<file path="config.mk">
export PLATFORM = sky130hd
export DESIGN_NAME = paged_mmu
export DESIGN_NICKNAME = d
export VERILOG_FILES = /design/src/rtl/paged_mmu_pkg.sv /design/src/rtl/paged_mmu_regfile.sv /design/src/rtl/paged_mmu_xlate.sv /design/src/rtl/paged_mmu_capture.sv /design/src/rtl/paged_mmu.sv
export SDC_FILE = /design/constraint.sdc
export NUM_CORES = 1
export LEC_CHECK = 0
export BUFFER_PORTS_ARGS = -buffer_cell sky130_fd_sc_hd__buf_2
export CAP_MARGIN = 40
export CORE_MARGIN = 3
export CORE_UTILIZATION = 34
export DETAILED_ROUTE_END_ITERATION = 6
export SLEW_MARGIN = 0
export SYNTH_ARGS = -nofsm -noshare
export SYNTH_HDL_FRONTEND = slang
export SYNTH_HIERARCHICAL = 1
export SYNTH_SLANG_ARGS = --single-unit
</file>
<file path="constraint.sdc">
create_clock -name clk -period 2.6 [get_ports clk]
set_input_delay 0.39 -clock clk [delete_from_list [all_inputs] [get_ports clk]]
set_output_delay 0.39 -clock clk [all_outputs]
set_load 0.01 [all_outputs]
</file>
<file path="src/rtl/paged_mmu_pkg.sv">
package paged_mmu_pkg;

    localparam int FRAME_W  = 8;
    localparam int IO_OFF_W = 12;

    // bit 2 = no-execute, bit 1 = not-mapped, bit 0 = write-protect
    typedef struct packed {
        logic nx;
        logic nm;
        logic wp;
    } attr_t;

    localparam int ATTR_W = $bits(attr_t);

    typedef struct packed {
        attr_t              attr;
        logic [FRAME_W-1:0] frame;
    } page_ent_t;

    typedef enum logic [1:0] {
        IO_NONE,
        IO_CTRL,
        IO_PAGE,
        IO_RDBK
    } io_tgt_e;

    // Partial decode of the I/O-area offset.
    function automatic io_tgt_e io_decode(input logic [IO_OFF_W-1:0] off);
        io_tgt_e t;
        t = IO_NONE;
        if (off[11:4] == 8'hFF)
            t = IO_PAGE;
        else if (off[11:4] == 8'hFD)
            t = off[1] ? IO_RDBK : IO_CTRL;
        return t;
    endfunction

endpackage

</file>
<file path="src/rtl/paged_mmu_regfile.sv">
module paged_mmu_regfile
    import paged_mmu_pkg::*;
#(
    parameter int PAGE_IDX_W = 4
) (
    input  logic                  clk,
    input  logic                  rst,
    input  logic                  wr_page,
    input  logic                  wr_ctrl,
    input  logic [PAGE_IDX_W-1:0] wr_idx,
    input  logic [FRAME_W-1:0]    wdata,
    input  logic [PAGE_IDX_W-1:0] rd_idx,
    output page_ent_t             rd_ent,
    output logic                  map_mode
);

    localparam int PAGE_CNT = 1 << PAGE_IDX_W;

    page_ent_t              ent_q [PAGE_CNT];
    attr_t                  latch_q;
    logic                   mode_q;
    logic [PAGE_CNT-1:0]    ent_we;

    for (genvar g = 0; g < PAGE_CNT; g++) begin : g_we
        assign ent_we[g] = wr_page && (wr_idx == PAGE_IDX_W'(g));
    end

    always_ff @(posedge clk) begin
        if (rst) begin
            for (int i = 0; i < PAGE_CNT; i++)
                ent_q[i] <= '0;
        end else begin
            for (int i = 0; i < PAGE_CNT; i++)
                if (ent_we[i])
                    ent_q[i] <= '{attr: latch_q, frame: wdata};
        end
    end

    always_ff @(posedge clk) begin
        if (rst)
            latch_q <= '0;
        else if (wr_ctrl)
            latch_q <= attr_t'(wdata[ATTR_W-1:0]);
    end

    always_ff @(posedge clk) begin
        if (rst)
            mode_q <= 1'b0;
        else if (wr_page)
            mode_q <= 1'b1;
    end

    assign rd_ent   = ent_q[rd_idx];
    assign map_mode = mode_q;

    AST_MODE_SET_BY_WRITE: assert property (@(posedge clk) disable iff (rst)
        wr_page |=> map_mode);
    AST_MODE_STICKY: assert property (@(posedge clk) disable iff (rst)
        map_mode |=> map_mode);

endmodule

</file>
<file path="src/rtl/paged_mmu_xlate.sv">
module paged_mmu_xlate
    import paged_mmu_pkg::*;
#(
    parameter int VA_W       = 16,
    parameter int PAGE_IDX_W = 4
) (
    input  logic            clk,
    input  logic            rst,
    input  logic            map_mode,
    input  page_ent_t       ent,
    input  logic [VA_W-1:0] cpu_addr,
    input  logic            cpu_rnw,
    input  logic            cpu_sync,
    input  logic            io_sel,
    output logic [VA_W-PAGE_IDX_W+FRAME_W-1:0] phys_addr,
    output attr_t           viol,
    output logic            mem_sel
);

    localparam int OFF_W = VA_W - PAGE_IDX_W;
    localparam int PA_W  = OFF_W + FRAME_W;
    localparam int PAD_W = PA_W - VA_W;

    logic checks_on;

    assign checks_on = map_mode && !io_sel;

    always_comb begin
        if (map_mode)
            phys_addr = {ent.frame, cpu_addr[OFF_W-1:0]};
        else
            phys_addr = {{PAD_W{1'b0}}, cpu_addr};
    end

    always_comb begin
        viol.wp = checks_on && ent.attr.wp && !cpu_rnw;
        viol.nm = checks_on && ent.attr.nm;
        viol.nx = checks_on && ent.attr.nx && cpu_sync;
    end

    assign mem_sel = !io_sel && !(viol.wp || viol.nm || viol.nx);

    AST_PASS_UPPER_ZERO: assert property (@(posedge clk) disable iff (rst)
        !map_mode |-> (phys_addr[PA_W-1:VA_W] == '0));
    AST_PASS_NO_VIOL: assert property (@(posedge clk) disable iff (rst)
        !map_mode |-> (viol == '0));
    AST_IO_NO_MEMSEL: assert property (@(posedge clk) disable iff (rst)
        io_sel |-> !mem_sel);
    AST_WP_WRITE_BLOCKED: assert property (@(posedge clk) disable iff (rst)
        (map_mode && !io_sel && ent.attr.wp && !cpu_rnw) |-> !mem_sel);

endmodule

</file>
<file path="src/rtl/paged_mmu_capture.sv">
module paged_mmu_capture #(
    parameter int VA_W   = 16,
    parameter int DATA_W = 8
) (
    input  logic              clk,
    input  logic              rst,
    input  logic [VA_W-1:0]   cpu_addr,
    input  logic              io_sel,
    input  logic              rd_en,
    input  logic              hi_sel,
    output logic [DATA_W-1:0] rdata
);

    logic [VA_W-1:0] cap_q;

    always_ff @(posedge clk) begin
        if (rst)
            cap_q <= '0;
        else if (!io_sel)
            cap_q <= cpu_addr;
    end

    always_comb begin
        rdata = '0;
        if (rd_en)
            rdata = hi_sel ? cap_q[VA_W-1 -: DATA_W] : cap_q[DATA_W-1:0];
    end

    AST_CAPTURE_HELD_IN_IO: assert property (@(posedge clk) disable iff (rst)
        (io_sel && rd_en) |=> $stable(cap_q) || !$past(io_sel));

endmodule

</file>
<file path="src/rtl/paged_mmu.sv">
module paged_mmu
    import paged_mmu_pkg::*;
#(
    parameter int VA_W       = 16,
    parameter int PAGE_IDX_W = 4
) (
    input  logic                                  clk,
    input  logic                                  rst,
    input  logic [VA_W-1:0]                       cpu_addr,
    input  logic [FRAME_W-1:0]                    cpu_wdata,
    input  logic                                  cpu_rnw,
    input  logic                                  cpu_sync,
    input  logic                                  io_sel,
    output logic [VA_W-PAGE_IDX_W+FRAME_W-1:0]    phys_addr,
    output logic                                  mem_sel,
    output logic [ATTR_W-1:0]                     viol,
    output logic                                  bus_err,
    output logic [FRAME_W-1:0]                    io_rdata
);

    io_tgt_e   io_tgt;
    logic      wr_page;
    logic      wr_ctrl;
    logic      rd_rdbk;
    logic      map_mode;
    page_ent_t cur_ent;
    attr_t     viol_s;
    logic      err_q;

    assign io_tgt  = io_decode(cpu_addr[IO_OFF_W-1:0]);
    assign wr_page = io_sel && !cpu_rnw && (io_tgt == IO_PAGE);
    assign wr_ctrl = io_sel && !cpu_rnw && (io_tgt == IO_CTRL);
    assign rd_rdbk = io_sel &&  cpu_rnw && (io_tgt == IO_RDBK);

    paged_mmu_regfile #(.PAGE_IDX_W(PAGE_IDX_W)) regs_i (
        .clk      (clk),
        .rst      (rst),
        .wr_page  (wr_page),
        .wr_ctrl  (wr_ctrl),
        .wr_idx   (cpu_addr[PAGE_IDX_W-1:0]),
        .wdata    (cpu_wdata),
        .rd_idx   (cpu_addr[VA_W-1 -: PAGE_IDX_W]),
        .rd_ent   (cur_ent),
        .map_mode (map_mode)
    );

    paged_mmu_xlate #(.VA_W(VA_W), .PAGE_IDX_W(PAGE_IDX_W)) xlate_i (
        .clk       (clk),
        .rst       (rst),
        .map_mode  (map_mode),
        .ent       (cur_ent),
        .cpu_addr  (cpu_addr),
        .cpu_rnw   (cpu_rnw),
        .cpu_sync  (cpu_sync),
        .io_sel    (io_sel),
        .phys_addr (phys_addr),
        .viol      (viol_s),
        .mem_sel   (mem_sel)
    );

    paged_mmu_capture #(.VA_W(VA_W), .DATA_W(FRAME_W)) cap_i (
        .clk      (clk),
        .rst      (rst),
        .cpu_addr (cpu_addr),
        .io_sel   (io_sel),
        .rd_en    (rd_rdbk),
        .hi_sel   (cpu_addr[0]),
        .rdata    (io_rdata)
    );

    always_ff @(posedge clk) begin
        if (rst)
            err_q <= 1'b0;
        else if (viol_s != '0)
            err_q <= 1'b1;
        else if (wr_ctrl)
            err_q <= 1'b0;
    end

    assign viol    = viol_s;
    assign bus_err = err_q;

    AST_ERR_RAISED: assert property (@(posedge clk) disable iff (rst)
        (viol != '0) |=> bus_err);
    AST_ERR_STICKY: assert property (@(posedge clk) disable iff (rst)
        (bus_err && !wr_ctrl) |=> bus_err);
    AST_ERR_CLEARED: assert property (@(posedge clk) disable iff (rst)
        wr_ctrl |=> !bus_err);
    AST_RDATA_QUIET: assert property (@(posedge clk) disable iff (rst)
        !(io_sel && cpu_rnw && cpu_addr[11:4] == 8'hFD && cpu_addr[1])
            |-> (io_rdata == '0));

endmodule

</file>
* Word-level counts from Yosys, hierarchy flattened
Memories as Yosys holds them, arrays and structs flattened. Cells that the tools add are included.
Word-level totals: flip-flop bits (word level) 21, memories 1, word-level logic and storage cells 153, output and inout port bits 33, bits in writable memories 176
Operators by class: bitwise logic cells 16, equal/unequal tests 20, muxes and demuxes 74, reductions and logical operators 36
Memory list:
- regs_i.ent_q | words 16, bits a word 11, read ports 1, clocked after memory_dff 0, wr ports 16, line paged_mmu_regfile.sv:19 | page_ent_t ent_q [PAGE_CNT];
Operators by type and width (count):
- 11-bit two-way mux | 16
- 1-bit two-way mux | 52
- 4-bit equality test (second input constant) | 8
- 1-bit logical AND | 28
- 20-bit two-way mux | 1
- 4-bit by 3-bit equality test with 1-bit output (second input constant) | 4
- 8-bit equality test (second input constant) | 2
- 8-bit two-way mux | 2
- 1-bit bitwise OR | 16
- 4-bit by 2-bit equality test with 1-bit output (second input constant) | 2
- 2-bit two-way mux | 3
- 2-bit equality test (second input constant) | 2
- 4-bit by 1-bit equality test with 1-bit output (second input constant) | 1
- 4-bit logical NOT | 1
- 1-bit logical NOT | 3
- 3-bit nonzero test | 1
- 2-bit by 1-bit equality test with 1-bit output (second input constant) | 1
- 1-bit logical OR | 2
- 2-bit nonzero test | 1

* Depth between registers and ports, before layout
word-level depth 10, gate-level depth with buffers 8

* Modules after synthesis
Netlist, hierarchy kept.
Modules (own cells, without submodules):
- paged_mmu_regfile | cells an instance 478, times used 1, area an instance 7627.3 um^2
- paged_mmu_capture | cells an instance 69, times used 1, area an instance 718.2 um^2
- paged_mmu_xlate | cells an instance 25, times used 1, area an instance 219.0 um^2
- paged_mmu | cells an instance 14, times used 1, area an instance 97.6 um^2

* Least setup slack after synthesis
OpenSTA, ideal clock, no wires.
path kind input-to-reg, start point in cpu_addr[4], end point mem regs_i/ent_q[14][0] in the netlist's numbering (enable), setup time 0.397 ns, data required time 2.203 ns, stages 6, arrival time 2.154 ns, path buffers 1, slack 0.049 ns, path through nand4_1 or2_1 nor3_1 buf_2 nand3_1 o31ai_1
RTL lines:
- start: declaration | line paged_mmu.sv:9 | input logic [VA_W-1:0] cpu_addr,
- end: declaration | line paged_mmu_regfile.sv:19

==> impl_metrics.toml <==
[global_routing]
met2_usage = 0.258
grt_overflow = 0
grtUsageMet1 = 0.194
grt_max_degree = 28
use_met3 = 0.0293
grt-busiest-layer = "met2"
grt_pass1_wl_um = 31600
grt_usage = 0.152
antenna_found_initial = 0
grt_pass1_vias = 5364

[setup_path]
crit_path_end_kind = "primary output"
rr_worst_depth = 7
worstPathArrival_ns = 2.19
worstSetupStartpointType = "primary input"
crit_type = "in2out"
path_max_fanout = 7
required_ns = 2.21

[floorplanning]
die_h_um = 166
dieArea_sq_um = 27400
io_pins = 62
rows = 57
die_w_um = 166
initial_core_util = 0.351
core_sq_um = 24700

[cts]
cts_max_level = 4
clkTransAtPathRegs_ns = 0.07
cts_sinks = 197
cts_tree = "yes"
clk_path_buf_depth = 2
cts_made_buffers = 17
cts_root_buf = "clkbuf_16"
postCtsHoldBufs = 0
insertion_delay_ns = 0.43

[cells_and_area]
fillCellCount = 2261
areaGrowthSynthToFinish_pct = 17.9
nets = 695
antenna_cells = 0
finalNonFillerCells = 1003
drive_gt1_frac = 0.284

[logic_synthesis]
syn_nets = 615
ys.flop_type = "edfxtp_1"
synth_edf_count = 176
synth_cells = 586
syn_avg_cell_area_sq_um = 14.8
yosys_register_bits = 197
async_reset_ff_frac = 0
ys_seq_area_frac = 0.659
yosysUniqueCellTypes = 40
yosys_warnings = 6
netlist_area_sq_um = 8660

[pwr]
pwr-share-comb = 0.083
ir_drop_mv = 0.495
power_density_nw_per_um2 = 669
intPower_mw = 5.36
sequentialPowerShare = 0.535
clkPwrFrac = 0.382
p_switching_mw = 1.47
p_leak_nw = 3.79
swShare = 0.215

[sta]
min_period_ns = 2.58
fmax_ghz = 0.388
worst_pin_slew_ns = 0.742
rsz0062_at_grt = "true"
fin_skew_ns = 0.00954
hold_slack_ns = 0.237
drv_slew = 0
slew_headroom = 0.505
setup_slack_ns = 0.0207
hold_viol_final = 0
finalCritPeriodShare = 0.992
finalSetupViolCount = 0

[routing]
dr.pass1.iters = 5
avgRoutedWirePerCell_um = 20.8
ant_nets = 0
vias = 5208
drt_iter0_drc = 526
drc = 0
vias_per_cell = 5.19
routed_wl_um = 20900

[place]
pre_cts_slack_ns = -0.0296
place_hpwl_um = 14100
gp_congestion = 0.775
portBuffers = 61
dp_cells = 964

[flow_run]
cap_violations = 0

[min_path]
holdPathStages = 3
hp-class = "in2reg"

[run_status]
status = "finished clean"
## placed cells by master (no fill, tap or decap), types with 8 or more instances in the layout
cell type	netlist	layout
a22oi_1	22	12
a22oi_2	0	10
buf_12	2	8
buf_2	10	60
buf_4	14	49
clkbuf_16	0	17
dfxtp_1	21	21
edfxtp_1	176	176
inv_1	14	14
mux2i_1	27	27
mux4_1	21	18
mux4_2	23	26
nand2_1	36	35
nor2_1	133	133
nor2b_1	11	11
## critical path, cell delays in order
cell and delay [ns]:
buf_4 0.16, buf_12 0.16, buf_12 0.13, mux4_1 0.55
a22oi_1 0.23, nand2_1 0.13, mux2_2 0.28, buf_2 0.14
## registers in the layout, summed over array words and instances, names as in the netlist
signal,flops
regs_i/map_mode,1
bus_err,1
cap_i/cap_q,16
regs_i/ent_q,176
regs_i/latch_q,3
## power groups by stage
stage          Combinational (mW)  Clock [mW]  Sequential, mW
2_1_floorplan               0.344           0            3.70
3_3_place_gp                0.521           0            3.71
3_5_place_dp                0.533           0            3.73
4_1_cts                     0.555        2.65            3.66
5_1_grt                     0.603        2.79            3.67
6_report                    0.566        2.61            3.66
## synthesized netlist by cell type, drive strengths merged (5+ instances only)
master / instances / area (sq um)
a22oi: 22 / 165
mux4: 44 / 1070
mux2i: 27 / 270
inv: 14 / 52.6
nor2: 133 / 499
dfxtp: 21 / 420
nor2b: 11 / 68.8
nand4: 5 / 31.3
nand2: 36 / 135
buf: 33 / 274
clkbuf: 25 / 101
and2: 5 / 31.3
edfxtp: 176 / 5290
## per-layer routing
layer  vias to the layer above  routed length (um)
met5                         -                   0
met4                         0                 446
met3                        28                1230
met2                       194               10600
met1                      2663                8640
li1                       2323                   -
## kinds of logic (layout without fill, tap and decap cells)
logic type	Yosys count	count (layout)	share of synthesized area
buffers and inverters	73	166	0.0498
AOI/OAI and AO/OA	31	31	0.0254
and+or+nand+nor	210	210	0.106
muxes	75	75	0.160
DFF	197	197	0.659
## timing repair
| item | 4_1_cts | 5_1_grt |
|---|---|---|
| pin swaps | 1 | 3 |
| buffers inserted | 0 | 4 |
| gates resized for setup | 9 | 8 |
| setup endpoints to repair | 5 | 5 |
| gates cloned | 2 | 0 |
| endpoints found under the hold margin | 0 | 0 |
## path summary, 6_finish.rpt
path	startpoint	endpoint	slack (ns)
setup / recovery	cpu_addr[12]	phys_addr[14]	0.02
hold / removal	cpu_wdata[1]	regs_i/latch_q[1]	0.24
hold reg to reg	cap_i/cap_q[0]	cap_i/cap_q[0]	0.50
setup reg to reg	regs_i/ent_q[0][9]	bus_err	0.67
## area by class of cell
cell class	instances	area [sq um]	share of cell area
timing repair buffer	119	883	0.0865
sequential	197	5710	0.558
inverter	15	56.3	0.00551
multi-input combinational	316	2580	0.252
tap	324	405	0.0397
clock inverter	14	160	0.0157
clock buffer	18	429	0.0420
## per-stage QoR
step                instance area (sq um)  TNS [ns]  power, mW   util
floorplan                            8660         0       4.04      -
global placement                     9480   -0.0703       4.23  0.384
detailed placement                   9490   -0.0620       4.26  0.385
CTS                                 10100         0       6.86  0.411
global route                        10200    -0.115       7.06  0.414
finish                              10200         0       6.83  0.414
No activity file was read; power rests on OpenSTA's default activity.
